File: src/rtl/spr_dma_pkg.sv
package spr_dma_pkg;
  // Width of a down-counter that must hold len+1 (the fetch-only step).
  function automatic int unsigned step_cnt_width(input int unsigned len);
    return $clog2(len + 2);
  endfunction
endpackage

File: src/rtl/spr_dma_regs.sv
module spr_dma_regs #(
  parameter int unsigned PAGE_W = 8
) (
  input  logic              clk,
  input  logic              rst,
  input  logic              active,
  input  logic              reg_we,
  input  logic [PAGE_W-1:0] reg_wdata,
  output logic [PAGE_W-1:0] src_page,
  output logic              load
);
  logic armed;

  always_ff @(posedge clk) begin
    if (rst) begin
      src_page <= '0;
      armed    <= 1'b0;
    end else begin
      if (reg_we) src_page <= reg_wdata;
      if (reg_we)      armed <= 1'b1;
      else if (active) armed <= 1'b0;
    end
  end

  // The pending start fires on the first active cycle after the write.
  assign load = armed && active;


  page_store_chk: assert property (@(posedge clk) disable iff (rst)
    reg_we |=> src_page == $past(reg_wdata));


  start_hold_chk: assert property (@(posedge clk) disable iff (rst)
    (armed && !active && !reg_we) |=> armed);
endmodule

File: src/rtl/spr_dma_seq.sv
module spr_dma_seq
  import spr_dma_pkg::*;
#(
  parameter int unsigned LEN = 160,
  localparam int unsigned CNT_W = step_cnt_width(LEN)
) (
  input  logic             clk,
  input  logic             rst,
  input  logic             active,
  input  logic             load,
  output logic [CNT_W-1:0] cnt,
  output logic             rd_step,
  output logic             wr_step,
  output logic             busy
);
  localparam logic [CNT_W-1:0] FULL = CNT_W'(LEN + 1);
  localparam logic [CNT_W-1:0] LAST = CNT_W'(LEN);

  always_ff @(posedge clk) begin
    if (rst)                          cnt <= '0;
    else if (load)                    cnt <= FULL;
    else if (active && cnt != '0)     cnt <= cnt - 1'b1;
  end

  // Step k (counter value k) stores index LEN-k and fetches index LEN+1-k.
  assign wr_step = (cnt != '0) && (cnt <= LAST);
  assign rd_step = (cnt > CNT_W'(1));
  assign busy    = (cnt != '0) && (cnt != FULL);


  cnt_freeze_chk: assert property (@(posedge clk) disable iff (rst)
    !active |=> $stable(cnt));


  reload_chk: assert property (@(posedge clk) disable iff (rst)
    load |=> cnt == FULL);


  count_down_chk: assert property (@(posedge clk) disable iff (rst)
    (active && !load && cnt != '0) |=> cnt == $past(cnt) - 1'b1);
endmodule

File: src/rtl/spr_dma_buf.sv
module spr_dma_buf #(
  parameter int unsigned DATA_W = 8
) (
  input  logic              clk,
  input  logic              rst,
  input  logic              cap,
  input  logic [DATA_W-1:0] d,
  output logic [DATA_W-1:0] q
);
  always_ff @(posedge clk) begin
    if (rst)      q <= '0;
    else if (cap) q <= d;
  end


  buf_hold_chk: assert property (@(posedge clk) disable iff (rst)
    !cap |=> $stable(q));
endmodule

File: src/rtl/spr_dma.sv
module spr_dma
  import spr_dma_pkg::*;
#(
  parameter int unsigned LEN       = 160,
  parameter int unsigned PAGE_W    = 8,
  parameter int unsigned OFS_W     = 8,
  parameter int unsigned DATA_W    = 8,
  parameter int unsigned DEST_BASE = 'hFE00,
  localparam int unsigned ADDR_W   = PAGE_W + OFS_W,
  localparam int unsigned CNT_W    = step_cnt_width(LEN)
) (
  input  logic              clk,
  input  logic              rst,
  input  logic              reg_we,
  input  logic [PAGE_W-1:0] reg_wdata,
  output logic [PAGE_W-1:0] reg_rdata,
  input  logic              cpu_halt,
  output logic              mem_re,
  output logic [ADDR_W-1:0] mem_raddr,
  input  logic [DATA_W-1:0] mem_rdata,
  output logic              mem_we,
  output logic [ADDR_W-1:0] mem_waddr,
  output logic [DATA_W-1:0] mem_wdata,
  output logic              busy
);
  localparam logic [ADDR_W-1:0] BASE = ADDR_W'(DEST_BASE);

  logic              active;
  logic              load;
  logic [PAGE_W-1:0] src_page;
  logic [CNT_W-1:0]  cnt;
  logic              rd_step;
  logic              wr_step;
  logic [CNT_W-1:0]  rd_idx;
  logic [CNT_W-1:0]  wr_idx;

  assign active = !cpu_halt;

  spr_dma_regs #(.PAGE_W(PAGE_W)) u_regs (
    .clk(clk), .rst(rst), .active(active),
    .reg_we(reg_we), .reg_wdata(reg_wdata),
    .src_page(src_page), .load(load)
  );

  spr_dma_seq #(.LEN(LEN)) u_seq (
    .clk(clk), .rst(rst), .active(active), .load(load),
    .cnt(cnt), .rd_step(rd_step), .wr_step(wr_step), .busy(busy)
  );

  spr_dma_buf #(.DATA_W(DATA_W)) u_buf (
    .clk(clk), .rst(rst), .cap(mem_re), .d(mem_rdata), .q(mem_wdata)
  );

  assign rd_idx    = CNT_W'(LEN + 1) - cnt;
  assign wr_idx    = CNT_W'(LEN) - cnt;
  assign mem_re    = active && rd_step;
  assign mem_we    = active && wr_step;
  assign mem_raddr = {src_page, {OFS_W{1'b0}}} + ADDR_W'(rd_idx);
  assign mem_waddr = BASE + ADDR_W'(wr_idx);
  assign reg_rdata = src_page;


  busy_store_chk: assert property (@(posedge clk) disable iff (rst)
    (busy && !cpu_halt) |-> mem_we);


  window_chk: assert property (@(posedge clk) disable iff (rst)
    mem_we |-> (mem_waddr - BASE) < ADDR_W'(LEN));


  last_no_read_chk: assert property (@(posedge clk) disable iff (rst)
    (mem_we && mem_waddr == BASE + ADDR_W'(LEN - 1)) |-> !mem_re);


  halt_quiet_chk: assert property (@(posedge clk) disable iff (rst)
    cpu_halt |-> (!mem_re && !mem_we));
endmodule

File: config.mk
export PLATFORM = sky130hd
export DESIGN_NAME = spr_dma
export DESIGN_NICKNAME = d
export VERILOG_FILES = /design/src/rtl/spr_dma_pkg.sv /design/src/rtl/spr_dma_regs.sv /design/src/rtl/spr_dma_seq.sv /design/src/rtl/spr_dma_buf.sv /design/src/rtl/spr_dma.sv
export SDC_FILE = /design/constraint.sdc
export NUM_CORES = 1
export LEC_CHECK = 0
export ABC_AREA = 1
export BUFFER_PORTS_ARGS = -buffer_cell sky130_fd_sc_hd__buf_2
export CAP_MARGIN = 0
export CELL_PAD_IN_SITES_DETAIL_PLACEMENT = 1
export CELL_PAD_IN_SITES_GLOBAL_PLACEMENT = 1
export CORE_UTILIZATION = 32
export CTS_BUF_LIST = sky130_fd_sc_hd__clkbuf_8
export CTS_CLUSTER_DIAMETER = 30
export DETAILED_ROUTE_END_ITERATION = 12
export PLACE_DENSITY_LB_ADDON = 0.1
export SLEW_MARGIN = 20
export SYNTH_ARGS = -nofsm -noshare
export SYNTH_HDL_FRONTEND = slang
export SYNTH_SLANG_ARGS = --single-unit
File: constraint.sdc
create_clock -name clk -period 1.65 [get_ports clk]
set_input_delay 0.2475 -clock clk [delete_from_list [all_inputs] [get_ports clk]]
set_output_delay 0.2475 -clock clk [all_outputs]
set_load 0.01 [all_outputs]
==> results.sh <==
export IMPL_rows=24
export IMPL_diodes=0
export IMPL_synth_simple_area_share_pct=30.2
export IMPL_peakVddDrop_v=0.000365
export IMPL_fmax_mhz=596
export IMPL_grtUsageTotal_pct=17.1
export IMPL_synth_ff_type="dfxtp_1"
export IMPL_use_met3_pct=3.92
export IMPL_register_area_um2=510
export IMPL_yosys_warnings=0
export IMPL_grt_pass1_wl_um=6680
export IMPL_routed_via_count=1509
export IMPL_hold_path_class="in2reg"
export IMPL_start_util_pct=33.4
export IMPL_first_pass_iters=3
export IMPL_cts_tree="yes"
export IMPL_worst_path_max_fanout=3
export IMPL_violations="negative setup slack"
export IMPL_dp_hpwl_um=3010
export IMPL_cts_max_path_buffers=2
export IMPL_clk_latency_ps=270
export IMPL_setup_violations=1
export IMPL_synth_top_family_by_area="simple AND/OR/NAND/NOR gates"
export IMPL_wl_per_cell_um=12.7
export IMPL_drtIter0Drc=49
export IMPL_place_congestion=0.744
export IMPL_synth_cell_types=25
export IMPL_end_kind="primary output"
export IMPL_antenna_found_initial=0
export IMPL_crit_type="reg2out"
export IMPL_synth_compound_area_share_pct=10.1
export IMPL_synthXorXnorAreaFrac_pct=5.41
export IMPL_cpPeakStageDelay_ps=360
export IMPL_h_tree_depth=1
export IMPL_fill_cells=578
export IMPL_io_pin_count=71
export IMPL_critPathLaunchType="flop"
export IMPL_netlist_instances=205
export IMPL_yosysTopAreaCellShare_pct=34.4
export IMPL_synth_edff_count=0
export IMPL_instances_no_fill=331
export IMPL_ys_seq_elements=25
export IMPL_path_cells="inv_4, buf_6, ha_4, o211ai_4, and2_4, buf_6"
export IMPL_drc=0
export IMPL_fp_coreArea_um2=4350
export IMPL_dpl_instance_area_um2=1800
export IMPL_yosys_top_cells_area="dfxtp_1, nor2_1, buf_4, nand2_1, o21ai_0"
export IMPL_synth_mux_area_share_pct=0
export IMPL_netlist_area_um2=1460
export IMPL_rsz0062_at_grt="yes"
export IMPL_layout_commonest_cell="buf_2"
export IMPL_use_met1_pct=22.8
export IMPL_fin_nets=304
export IMPL_drive_gt1_share_pct=44.4
export IMPL_die_x_um=69.5
export IMPL_viasPerCell=4.56
export IMPL_yosysSeqAreaShare_pct=34.4
export IMPL_numCtsBuffers=3
export IMPL_drv_slew=0
export IMPL_hold_buffers=0
export IMPL_cts_root_buf="clkbuf_8"
export IMPL_multiInputGateArea_um2=868
export IMPL_path_clk_slew_ps=90
export IMPL_ant_nets=0
export IMPL_synth_top_cell_by_area="dfxtp_1"
export IMPL_wl_um=4220
export IMPL_io_buffers=62
export IMPL_cpMostUsedCell="buf_6"
export IMPL_fp_dieArea_um2=4820
export IMPL_grt_overflow=0
export IMPL_powerDensity_nw_per_um2=1370
export IMPL_grt_pass1_vias=1415
export IMPL_finalCritPeriodShare_pct=102
export IMPL_die_y_um=69.5
export IMPL_syn_to_final_growth_pct=42.3
export IMPL_dp_cells=318
export IMPL_postSynthAreaPerCell_um2=7.10
export IMPL_cp_required_ps=1400
export IMPL_grt_max_degree=14
export IMPL_stdcell_area_um2=2070
export IMPL_use_met2_pct=28.0
export IMPL_fin_ws_ps=-26.8
export IMPL_slowest_stage="dfxtp_2"
export IMPL_cts_sinks=25
export IMPL_most_common_layout_cells="buf_2, nor2_1, nand2_1, buf_4, dfxtp_1"
export IMPL_hold_viol_final=0
export IMPL_synthAdderAreaFrac_pct=3.44
export IMPL_async_flop_share_pct=0
export IMPL_final_min_clock_period_ps=1680
export IMPL_worstPathArrival_ps=1430
export IMPL_status="finished, violations left"
export IMPL_cap_violations=0
export IMPL_p_leak_uw=0.00107
export IMPL_top_usage_layer="met2"
export IMPL_clock_skew_ps=6.39
[layer usage]
metal / up-vias / share of wire, %
li1: 763 / -
met1: 700 / 45
met2: 42 / 49
met3: 4 / 5.2
met4: 0 / 0.71
met5: - / 0
[cell families after synthesis]
logic type,Yosys count
AND/OR/NAND/NOR,99
flip-flops,25
buffers and inverters,40
XOR/XNOR,9
adder cells (fa/ha/maj),4
AO/OA/AOI/OAI,26
other,2
[worst paths after layout]
check / startpoint / slack, ps / depth (start not counted) / to
max: u_seq.cnt[1] / -30 / 6 / mem_re
min: rst / 170 / 2 / u_regs.armed
max reg2reg: u_seq.cnt[1] / 130 / 10 / u_seq.cnt[2]
min reg2reg: u_buf.q[7] / 470 / 2 / u_buf.q[7]
[final cells by class]
type                       instances  share of cell area, %
clock buffer                       3                   1.99
multi-input combinational        146                   41.9
sequential                        25                   24.6
timing repair buffer              86                   24.3
inverter                          18                   3.80
clock inverter                     1                  0.181
tap                               52                   3.14
[power by group]
group	internal, µW	switching [µW]	leakage (µW)	total [µW]
clock network	166	189	0.0000269	356
registers	709	89.8	0.000210	799
logic	753	932	0.000833	1680
[sequential cells by signal (all words and copies together), names as in the netlist]
name,flops
u_seq.cnt,8
u_regs.armed,1
u_regs.src_page,8
u_buf.q,8
[stage by stage]
stage          utilization, %  total power [µW]  setup WS, ps  hold WS, ps  TNS [ps]
6_report                 47.6              2840         -26.8          172     -26.8
5_1_grt                  47.6              3070         -87.8          174      -506
3_5_place_dp             41.4              2150          66.2          456         0
2_1_floorplan               -              1660          19.8          317         0
4_1_cts                  45.8              2700         -25.9          168     -31.0
3_3_place_gp             41.4              2140          95.7          450         0
[cells in the mapped netlist (all sizes together), types with 2 or more instances]
library cell,number
o21ai,15
clkinv,3
nand2,36
ha,4
buf,20
a21oi,9
clkbuf,2
inv,15
xor2,6
dfxtp,25
conb,2
nand3,5
xnor2,3
nand3b,8
nor2,47
[worst max-delay path: cells and delay by family, from the launching register on]
kind                       cells  cell delay (ps)
adders and majority gates      1              160
DFF                            1              360
AOI/OAI and AO/OA              1              190
and+or+nand+nor                1              180
buffers and inverters          3              280
[what timing repair did]
item | CTS | global route
gates resized for setup | 30 | 17
setup endpoints to repair | 11 | 8
buffers inserted | 8 | 2
cloned | 0 | 0
pin swaps | 6 | 8
(Power assumes the default switching activity.)
